[src/rtl/errlog_pkg.sv]
package errlog_pkg;
  typedef enum logic [1:0] {
    CLS_COR = 2'd0,
    CLS_UNC = 2'd1,
    CLS_RTY = 2'd2,
    CLS_RSV = 2'd3
  } err_cls_e;

  localparam int LOG_N   = 4;
  localparam int LOG_COR = 0;
  localparam int LOG_UNC = 1;
  localparam int LOG_SCR = 2;
  localparam int LOG_RTY = 3;

  // Low-group status bit that belongs to each capture register.
  function automatic int lock_lo(input int kind);
    case (kind)
      LOG_COR: lock_lo = 0;
      LOG_UNC: lock_lo = 1;
      LOG_SCR: lock_lo = 2;
      default: lock_lo = 5;
    endcase
  endfunction
endpackage

[src/rtl/errlog_decode.sv]
module errlog_decode
  import errlog_pkg::*;
#(
  parameter int STAT_W = 16
) (
  input  logic              valid,
  input  logic [1:0]        cls,
  input  logic              scrub,
  input  logic              alt,
  output logic [STAT_W-1:0] set_vec,
  output logic [LOG_N-1:0]  log_sel
);
  localparam int HALF = STAT_W / 2;

  always_comb begin
    log_sel = '0;
    if (valid) begin
      case (err_cls_e'(cls))
        CLS_COR: log_sel[LOG_COR] = 1'b1;
        CLS_UNC: if (scrub) log_sel[LOG_SCR] = 1'b1;
                 else       log_sel[LOG_UNC] = 1'b1;
        CLS_RTY: log_sel[LOG_RTY] = 1'b1;
        default: log_sel = '0;
      endcase
    end
  end

  always_comb begin
    set_vec = '0;
    for (int k = 0; k < LOG_N; k++) begin
      if (log_sel[k]) begin
        set_vec[lock_lo(k) + (alt ? HALF : 0)] = 1'b1;
      end
    end
  end
endmodule

[src/rtl/errlog_status.sv]
module errlog_status #(
  parameter int STAT_W = 16
) (
  input  logic              clk,
  input  logic              rst_n,
  input  logic [STAT_W-1:0] set_vec,
  input  logic [STAT_W-1:0] clr_first,
  input  logic [STAT_W-1:0] clr_next,
  output logic [STAT_W-1:0] first_q,
  output logic [STAT_W-1:0] next_q,
  output logic [STAT_W-1:0] lock_vec
);
  logic [STAT_W-1:0] post_first, post_next;
  logic [STAT_W-1:0] first_d, next_d;
  logic              ev, upd_en;

  always_comb begin
    post_first = first_q & ~clr_first;
    post_next  = next_q & ~clr_next;
    ev         = |set_vec;
    if (ev && (post_first == '0)) begin
      first_d = set_vec;
      next_d  = post_next;
    end else begin
      first_d = post_first;
      next_d  = post_next | set_vec;
    end
    lock_vec = post_first | post_next;
    upd_en   = ev | (|clr_first) | (|clr_next);
  end

  always_ff @(posedge clk or negedge rst_n) begin
    if (!rst_n) begin
      first_q <= '0;
      next_q  <= '0;
    end else if (upd_en) begin
      first_q <= first_d;
      next_q  <= next_d;
    end
  end
endmodule

[src/rtl/errlog_slot.sv]
module errlog_slot #(
  parameter int W       = 32,
  parameter int STAT_W  = 16,
  parameter int LOCK_LO = 0
) (
  input  logic              clk,
  input  logic              rst_n,
  input  logic              sel,
  input  logic [STAT_W-1:0] lock_vec,
  input  logic [W-1:0]      data,
  output logic [W-1:0]      q
);
  localparam int HALF = STAT_W / 2;

  logic locked, cap_en;

  always_comb begin
    locked = lock_vec[LOCK_LO] | lock_vec[LOCK_LO + HALF];
    cap_en = sel & ~locked;
  end

  always_ff @(posedge clk or negedge rst_n) begin
    if (!rst_n) begin
      q <= '0;
    end else if (cap_en) begin
      q <= data;
    end
  end
endmodule

[src/rtl/err_first_logger.sv]
module err_first_logger
  import errlog_pkg::*;
#(
  parameter int STAT_W = 16,
  parameter int ADDR_W = 32,
  parameter int SYND_W = 8
) (
  input  logic              clk,
  input  logic              rst_n,
  input  logic              err_valid,
  input  logic [1:0]        err_cls,
  input  logic              err_scrub,
  input  logic              err_alt,
  input  logic [ADDR_W-1:0] err_addr,
  input  logic [SYND_W-1:0] err_synd,
  input  logic [STAT_W-1:0] clr_first,
  input  logic [STAT_W-1:0] clr_next,
  output logic [STAT_W-1:0] first_st,
  output logic [STAT_W-1:0] next_st,
  output logic [ADDR_W-1:0] cor_addr,
  output logic [SYND_W-1:0] cor_synd,
  output logic [ADDR_W-1:0] unc_addr,
  output logic [ADDR_W-1:0] scrub_addr,
  output logic [ADDR_W-1:0] retry_addr
);
  logic [1:0]        rst_pipe;
  logic              rst_sync_n;
  logic [STAT_W-1:0] set_vec, lock_vec;
  logic [LOG_N-1:0]  log_sel;
  logic [ADDR_W-1:0] slot_addr [LOG_N];
  logic [SYND_W-1:0] cor_synd_q;

  always_ff @(posedge clk or negedge rst_n) begin
    if (!rst_n) rst_pipe <= 2'b00;
    else        rst_pipe <= {rst_pipe[0], 1'b1};
  end
  assign rst_sync_n = rst_pipe[1];

  errlog_decode #(.STAT_W(STAT_W)) u_decode (
    .valid   (err_valid),
    .cls     (err_cls),
    .scrub   (err_scrub),
    .alt     (err_alt),
    .set_vec (set_vec),
    .log_sel (log_sel)
  );

  errlog_status #(.STAT_W(STAT_W)) u_status (
    .clk       (clk),
    .rst_n     (rst_sync_n),
    .set_vec   (set_vec),
    .clr_first (clr_first),
    .clr_next  (clr_next),
    .first_q   (first_st),
    .next_q    (next_st),
    .lock_vec  (lock_vec)
  );

  for (genvar g = 0; g < LOG_N; g++) begin : g_slot
    if (g == LOG_COR) begin : g_wide
      errlog_slot #(.W(ADDR_W + SYND_W), .STAT_W(STAT_W), .LOCK_LO(lock_lo(g))) u_slot (
        .clk      (clk),
        .rst_n    (rst_sync_n),
        .sel      (log_sel[g]),
        .lock_vec (lock_vec),
        .data     ({err_addr, err_synd}),
        .q        ({slot_addr[g], cor_synd_q})
      );
    end else begin : g_narrow
      errlog_slot #(.W(ADDR_W), .STAT_W(STAT_W), .LOCK_LO(lock_lo(g))) u_slot (
        .clk      (clk),
        .rst_n    (rst_sync_n),
        .sel      (log_sel[g]),
        .lock_vec (lock_vec),
        .data     (err_addr),
        .q        (slot_addr[g])
      );
    end
  end

  assign cor_addr   = slot_addr[LOG_COR];
  assign cor_synd   = cor_synd_q;
  assign unc_addr   = slot_addr[LOG_UNC];
  assign scrub_addr = slot_addr[LOG_SCR];
  assign retry_addr = slot_addr[LOG_RTY];
endmodule

[config.mk]
export PLATFORM = sky130hd
export DESIGN_NAME = err_first_logger
export DESIGN_NICKNAME = d
export VERILOG_FILES = /design/src/rtl/errlog_pkg.sv /design/src/rtl/errlog_decode.sv /design/src/rtl/errlog_status.sv /design/src/rtl/errlog_slot.sv /design/src/rtl/err_first_logger.sv
export SDC_FILE = /design/constraint.sdc
export NUM_CORES = 1
export LEC_CHECK = 0
export BUFFER_PORTS_ARGS = -buffer_cell sky130_fd_sc_hd__buf_4
export CORE_MARGIN = 10
export CORE_UTILIZATION = 44
export CTS_CLUSTER_DIAMETER = 100
export CTS_CLUSTER_SIZE = 40
export DETAILED_ROUTE_END_ITERATION = 7
export HOLD_SLACK_MARGIN = 0.02
export PLACE_DENSITY = 0.76
export SETUP_SLACK_MARGIN = 0.05
export SLEW_MARGIN = 40
export SYNTH_ARGS = -nofsm -noshare
export SYNTH_HDL_FRONTEND = slang
export SYNTH_SLANG_ARGS = --single-unit
export TNS_END_PERCENT = 10
[constraint.sdc]
create_clock -name clk -period 5.35 [get_ports clk]
set_input_delay 0 -clock clk [delete_from_list [all_inputs] [get_ports clk]]
set_output_delay 0 -clock clk [all_outputs]
set_load 0.05 [all_outputs]
==> summary.txt, run 1 <==
Finish
  – Diodes inserted: 0
  – Fill count: 973
  – Final instance area: 10,100 sq um
  – Layout cell share with drive strength beyond 1: 39.3%
  – Area delta synth->final: 53.0%
  – Multi-input logic area: 2230 sq um
  – Register Area: 4260 sq um
  – Nets: 834

Critical path
  – CP Max Fanout: 9
  – Kind of critical path: reg2reg
  – Worst Setup Start Kind: register
  – Reg2reg start: u_status.first_q[12]$_DFFE_PN0P_
  – CP Capture Type: register
  – Worst EP required: 5710 ps
  – Crit path launch: u_status.first_q[12]$_DFFE_PN0P_
  – Critical path arrival: 2980 ps

Logic synthesis
  – Register area share after synthesis: 64.5%
  – Synth Register Bits: 170
  – Syn avg cell area: 15.5 sq um
  – Post-synthesis instance area: 6600 sq um
  – Synthesized Nets: 504
  – Post-synthesis cell type count: 32
  – Synth warn: 0
  – Post-Synthesis Cells: 425

GRT
  – GRT met2 Usage: 30.6%
  – Met3 Resource Use GR: 7.64%
  – Initial antenna violation count: 0
  – Gr usage total: 18.4%
  – Vias in the first global route: 5,309
  – Global-route wire length before repair: 29,400 um
  – GR met1 Demand/Resource: 20.9%
  – Grt ovf: 0
  – Busiest grt layer: met2
  – Largest net degree at the start of global routing: 89

Routing
  – Via density: 5.04
  – WL/cell: 19.6 um
  – Residual DRC: 0
  – Number of routed nets with antenna violations: 0
  – Post-Route WL: 18,700 um
  – DR vias: 4,796
  – 1st-iter DRT viols: 150
  – Detailed Routing Iterations Pass 1: 4

STA
  – Clock Skew: 13.2 ps
  – Max-slew headroom at the worst pin: 59.7%
  – Final slew viol count: 0
  – Final min period: 2620 ps
  – Worst hold slack: 79.9 ps
  – Hold Vio Cnt, Final: 0
  – Worst slew pin tran: 604 ps
  – Maximum clock rate: 382 MHz
  – Final setup fails: 0
  – TNS Setup: 0 ps
  – RSZ-0062 raised after global routing: false
  – Crit share post-route: 49.0%

Clock tree
  – Sink Count: 170
  – Root buffer cell: clkbuf_16
  – Clock Latency Late Sink: 430 ps
  – Htree depth: 4
  – CTS tree: built
  – Worst-case clock buffer depth: 2
  – # Post-CTS Setup Buffers: 0
  – Resize count post-CTS: 0
  – CTS buffer count: 17
  – Worst-path clk slew: 70 ps

Hold path
  – Min-delay src: err_scrub
  – Type of the tightest min-delay check: in2reg

Placement
  – RePlAce Congestion: 0.854
  – PortBufs: 246
  – Placed instance area: 8650 sq um
  – Hpwl dp: 13,500 um

Flow run
  – Max_cap viols: 0

Floorplanning
  – DIE HEIGHT: 142 um
  – Die width: 142 um
  – Initial Util: 45.2%
  – Die area: 20,300 sq um
  – Core Footprint: 14,600 sq um
  – IO Pins: 247
  – Row count: 44

Pwr
  – Peak VDD IR: 0.220 mV
  – Total power draw: 0.00469 W
  – Lkg Pwr: 4.87 nW
  – Power per cell area: 464 nW/um^2

Run status
  – Status: completed
[metrics by stage]
| step | std cells | setup WS (ps) | utilization [%] |
|---|---|---|---|
| finish | 952 | 2730 | 69.2 |
| global route | 952 | 2660 | 69.2 |
| CTS | 952 | 2760 | 69.2 |
| detailed placement | 840 | 3170 | 59.3 |
| global placement | 838 | 3210 | 59.0 |
| floorplan | 425 | 262 | - |
[registers in the layout, indices dropped and copies added, names as in the netlist]
| register | cells |
|---|---|
| g_slot.g_wide.u_slot.q | 40 |
| u_status.first_q | 16 |
| rst_pipe | 2 |
| u_status.next_q | 16 |
| g_slot.g_narrow.u_slot.q | 96 |
[layout make-up]
type	count	area share [%]
multi-input cells	231	22.1
flip-flops and latches	170	42.2
well taps	184	2.28
clock inverters	15	2.10
repair buffers	331	27.0
clock buffers	17	4.22
inverters	4	0.149
[synth_stat cells, drive strengths merged]
| master | instances | area (sq um) |
|---|---|---|
| and4bb | 1 | 12.5 |
| o21ai | 6 | 30.0 |
| o31a | 1 | 8.76 |
| nand2 | 6 | 22.5 |
| inv | 4 | 15.0 |
| dfrtp | 170 | 4250 |
| and4b | 1 | 10.0 |
| and3b | 1 | 8.76 |
| nand4 | 3 | 25.0 |
| o31ai | 14 | 145 |
| a211o | 2 | 17.5 |
| mux2 | 136 | 1530 |
| conb | 1 | 3.75 |
| o21a | 1 | 7.51 |
| nand4b | 1 | 8.76 |
| buf | 13 | 83.8 |
| clkbuf | 7 | 26.3 |
| nand3 | 8 | 40.0 |
| nand2b | 14 | 87.6 |
| nor2 | 2 | 7.51 |
| or3 | 1 | 11.3 |
| nor2b | 21 | 154 |
| nor3b | 1 | 7.51 |
| or3b | 3 | 26.3 |
| or2 | 1 | 6.26 |
| and2 | 4 | 25.0 |
| or4 | 2 | 18.8 |
[path summary, 6_finish.rpt]
check                                                         endpoint  slack, ps  depth (start not counted)
setup / recovery                       u_status.first_q[2]$_DFFE_PN0P_       2730                          5
hold / removal                         u_status.first_q[9]$_DFFE_PN0P_         80                          4
setup reg to reg                       u_status.first_q[2]$_DFFE_PN0P_       2730                          5
hold reg to reg                        u_status.first_q[6]$_DFFE_PN0P_        200                          0
max in group asynchronous  g_slot[2].g_narrow.u_slot.q[30]$_DFFE_PN0P_       4420                          1
min in group asynchronous              u_status.first_q[6]$_DFFE_PN0P_        200                          0
[kinds of logic (layout without fill, tap and decap cells)]
family | count (synthesis) | in the layout | share of synthesized area (%)
other cells | 1 | 1 | 0.0569
buf+inv | 24 | 367 | 1.90
compound gates | 24 | 24 | 3.17
simple gates | 70 | 70 | 7.15
flops | 170 | 170 | 64.5
mux | 136 | 136 | 23.2
[where the power goes]
group	switching [W]	total [W]	internal, W	leakage [nW]
Combinational	0.00116	0.00169	0.000528	2.46
Sequential	0.000141	0.00167	0.00153	2.09
Clock	0.000530	0.00132	0.000793	0.315
Total	0.00183	0.00469	0.00285	4.87
[placed cells by master (no fill, tap or decap), types with 8 or more instances in the layout]
cell type | Yosys | final
nor2b_1 | 18 | 18
dfrtp_1 | 170 | 169
buf_4 | 0 | 248
nand2b_1 | 14 | 14
clkbuf_16 | 0 | 17
mux2_1 | 136 | 136
o31ai_2 | 8 | 8
nand3_1 | 8 | 8
dlygate4sd3_1 | 0 | 80
[critical path, stage by stage, from the launching register on]
cell,delay (ps)
dfrtp_1,380
nor2b_4,130
or4_1,690
or3_4,480
o31ai_2,290
dlygate4sd3_1,580
[what timing repair did]
| action | in CTS | in global routing |
|---|---|---|
| setup endpoints to repair | 0 | 0 |
| endpoints found under the hold margin | 170 | 0 |
| hold buffers | 80 | 0 |
[per-layer routing]
layer	vias up	part of all wire (%)	routed length, um
met5	-	0	0
met4	0	1.7	321
met3	25	8.8	1640
met2	176	50	9380
met1	2424	39	7330
li1	2171	-	-
Note: power is estimated with default switching activity, not from simulation.
==> inputs of run 2 (changes only) <==
==> constraint.sdc (replaced) <==
create_clock -name clk -period 2.28 [get_ports clk]
set_input_delay 0 -clock clk [delete_from_list [all_inputs] [get_ports clk]]
set_output_delay 0 -clock clk [all_outputs]
set_load 0.05 [all_outputs]
==> run 2 against run 1 <==
Net effect:
- fmax is 31% higher
- final cell count rose by 0.11%
- clock-buffer cell count up 2
- largest cell class unchanged
- power grew 130%
- combinational power rose by 130%
- die area unchanged
- register-to-register slack got worse by 2500 ps
- critical path type unchanged
- utilization shrank 0.32 points
- sequential cell count stayed put
- sequential share of layout area increased by 0.19 points
==> summary.txt, run 2 (synthesis gave the netlist of run 1 again) <==
Placement
  – Hpwl dp: 13,500 um (about the same)
  – RePlAce Congestion: 0.856 (+0.23%)
  – PortBufs: 246 (unchanged)

STA
  – Hold Vio Cnt, Final: 0 (unchanged)
  – Final setup fails: 0 (unchanged)
  – RSZ-0062 raised after global routing: false
  – Worst hold slack: 46.3 ps (-33.5 ps)
  – Maximum clock rate: 499 MHz (+31%)
  – TNS Setup: 0 ps (unchanged)
  – Final slew viol count: 0 (unchanged)
  – Max-slew headroom at the worst pin: 64.0% (+4.3 points)
  – Final min period: 2000 ps (-614 ps)
  – Worst slew pin tran: 540 ps (-63.9 ps)
  – Crit share post-route: 87.9% (+39 points)
  – Clock Skew: 9.15 ps (-4.01 ps)

Clock tree
  – CTS buffer count: 17 (unchanged)
  – Worst-path clk slew: 60 ps (about the same)
  – Worst-case clock buffer depth: 2 (unchanged)
  – Root buffer cell: clkbuf_16
  – CTS tree: built
  – # Post-CTS Setup Buffers: 0 (unchanged)
  – CTS Hold Bufs: 77 (-3.8%)
  – Clock Latency Late Sink: 410 ps (-20 ps)
  – Sink Count: 170 (unchanged)
  – Resize count post-CTS: 0 (unchanged)
  – Htree depth: 4 (unchanged)

Finish
  – Fill count: 957 (-1.6%)
  – Multi-input logic area: 2220 sq um (-0.22%)
  – Area delta synth->final: 52.3%
  – Diodes inserted: 0 (unchanged)
  – Layout cell share with drive strength beyond 1: 39.8% (+0.47 points)
  – Register Area: 4260 sq um (unchanged)
  – Nets: 836 (+0.24%)
  – Most frequent cells in the layout: buf_4, dfrtp_1, mux2_1
  – Biggest regs: g_slot.g_narrow.u_slot.q: 96 flops, g_slot.g_wide.u_slot.q: 40 flops
  – Commonest non-fill, non-tap cell in the layout: buf_4
  – Reg with most FFs: g_slot.g_narrow.u_slot.q
  – Number of flip-flops in the largest register: 96 (unchanged)

Pwr
  – Peak VDD IR: 0.498 mV (+130%)
  – Lkg Pwr: 4.85 nW (-0.44%)
  – Internal power: 0.00660 W (+130%)
  – Power per cell area: 1080 nW/um^2 (+130%)
  – Sw Pwr: 0.00420 W (+130%)
  – Sw Ratio: 38.9% (-0.23 points)
  – Sequential share of power: 36.5% (+0.8 points)
  – Combinational power share: 36.7% (+0.6 points)
  – Clock power frac: 26.9% (-1.3 points)

Floorplanning
  – DIE HEIGHT: 142 um (unchanged)
  – Row count: 44 (unchanged)
  – Core Footprint: 14,600 sq um (unchanged)
  – Die area: 20,300 sq um (unchanged)
  – Die width: 142 um (unchanged)
  – Initial Util: 45.2% (unchanged)
  – IO Pins: 247 (unchanged)

Routing
  – Number of routed nets with antenna violations: 0 (unchanged)
  – Detailed Routing Iterations Pass 1: 4 (unchanged)
  – Via density: 5.05 (+0.25%)
  – 1st-iter DRT viols: 170 (+13%)
  – DR vias: 4,813 (+0.35%)
  – Residual DRC: 0 (unchanged)
  – Post-Route WL: 19,000 um (+1.9%)
  – WL/cell: 20.0 um (+1.7%)

Critical path
  – Crit path cell chain: nor2b_4 > or4_4 > or3_4 > a211o_1
  – Critical path arrival: 2300 ps (-680 ps)
  – Worst EP required: 2580 ps (-3130 ps)
  – Worst Setup Start Kind: register
  – Kind of critical path: reg2reg
  – Max stage delay on crit path: 590 ps (-100 ps)
  – Crit-path slowest cell: or4_4
  – CP Capture Type: register
  – Worst Path Buf+Inv: 0 (-1)
  – Crit path max-delay family: simple AND/OR/NAND/NOR gates
  – CP Max Fanout: 9 (unchanged)

GRT
  – Gr usage total: 18.7% (+0.30 points)
  – Global-route wire length before repair: 29,800 um (+1.5%)
  – Initial antenna violation count: 0 (unchanged)
  – Grt ovf: 0 (unchanged)
  – Vias in the first global route: 5,306 (-0.057%)
  – Largest net degree at the start of global routing: 71 (-20%)

Run status
  – Status: completed

Hold path
  – Type of the tightest min-delay check: in2reg

Flow run
  – Max_cap viols: 0 (unchanged)
-- run 2: cell count changes in the layout (fill, tap and decap cells not counted), sizes merged --
cell,change
dlygate4sd3,-3
clkinv,+1
clkbuf,+2
clkinvlp,+2
bufinv,-1
inv,-5
buf,+5
-- run 2: path summary, 6_finish.rpt --
check / start / endpoint / slack, ps / cells past startpoint
max: u_status.first_q[6]$_DFFE_PN0P_ / u_status.next_q[1]$_DFFE_PN0P_ / 280 / 4
min reg2reg: rst_pipe[1]$_DFF_PN0_ / g_slot[0].g_wide.u_slot.q[5]$_DFFE_PN0P_ / 310 / 0
min: err_valid / u_status.first_q[8]$_DFFE_PN0P_ / 50 / 4
max in group asynchronous: rst_pipe[1]$_DFF_PN0_ / g_slot[3].g_narrow.u_slot.q[27]$_DFFE_PN0P_ / 1210 / 1
min in group asynchronous: rst_pipe[1]$_DFF_PN0_ / g_slot[0].g_wide.u_slot.q[5]$_DFFE_PN0P_ / 310 / 0
max reg2reg: u_status.first_q[6]$_DFFE_PN0P_ / u_status.next_q[1]$_DFFE_PN0P_ / 280 / 4
-- run 2: metrics by stage --
| step | cell area [sq um] | utilization, % | power (W) | setup slack (ps) | cells |
|---|---|---|---|---|---|
| 2_1_floorplan | 6600 | - | 0.00645 | 8.73 | 425 |
| 3_3_place_gp | 8670 | 59.5 | 0.00780 | 341 | 845 |
| 3_5_place_dp | 8670 | 59.5 | 0.00788 | 289 | 845 |
| 4_1_cts | 10000 | 68.9 | 0.0109 | 280 | 953 |
| 5_1_grt | 10000 | 68.9 | 0.0112 | 226 | 953 |
| 6_report | 10000 | 68.9 | 0.0108 | 275 | 953 |
-- run 2: area by class of cell --
| cell class | instances | share of cell area (%) |
|---|---|---|
| Sequential cell | 170 | 42.4 |
| Clock inverter | 12 | 1.47 |
| Tap cell | 184 | 2.29 |
| Timing Repair Buffer | 333 | 27.1 |
| Multi-Input combinational cell | 231 | 22.1 |
| Clock buffer | 19 | 4.51 |
| Inverter | 4 | 0.149 |
-- run 2: tightest hold or removal path, stage by stage --
cell	delay [ps]
buf_4	140
nor3b_1	150
nand2_1	80
o31ai_2	50
-- run 2: power groups by stage --
stage	Sequential (W)	Clock, W	Combinational, W
after floorplan	0.00600	0	0.000457
after global placement	0.00396	0	0.00384
after detailed placement	0.00399	0	0.00389
after CTS	0.00394	0.00297	0.00400
after global routing	0.00401	0.00311	0.00412
final	0.00394	0.00290	0.00396
-- run 2: routing by layer --
| layer | wire length (um) | up-vias | GRT usage [%] |
|---|---|---|---|
| met3 | 1710 | 21 | 7.21 |
| met1 | 7380 | 2426 | 21.9 |
| li1 | - | 2162 | - |
| met5 | 0 | - | 0 |
| met4 | 289 | 0 | 6.07 |
| met2 | 9640 | 204 | 30.8 |
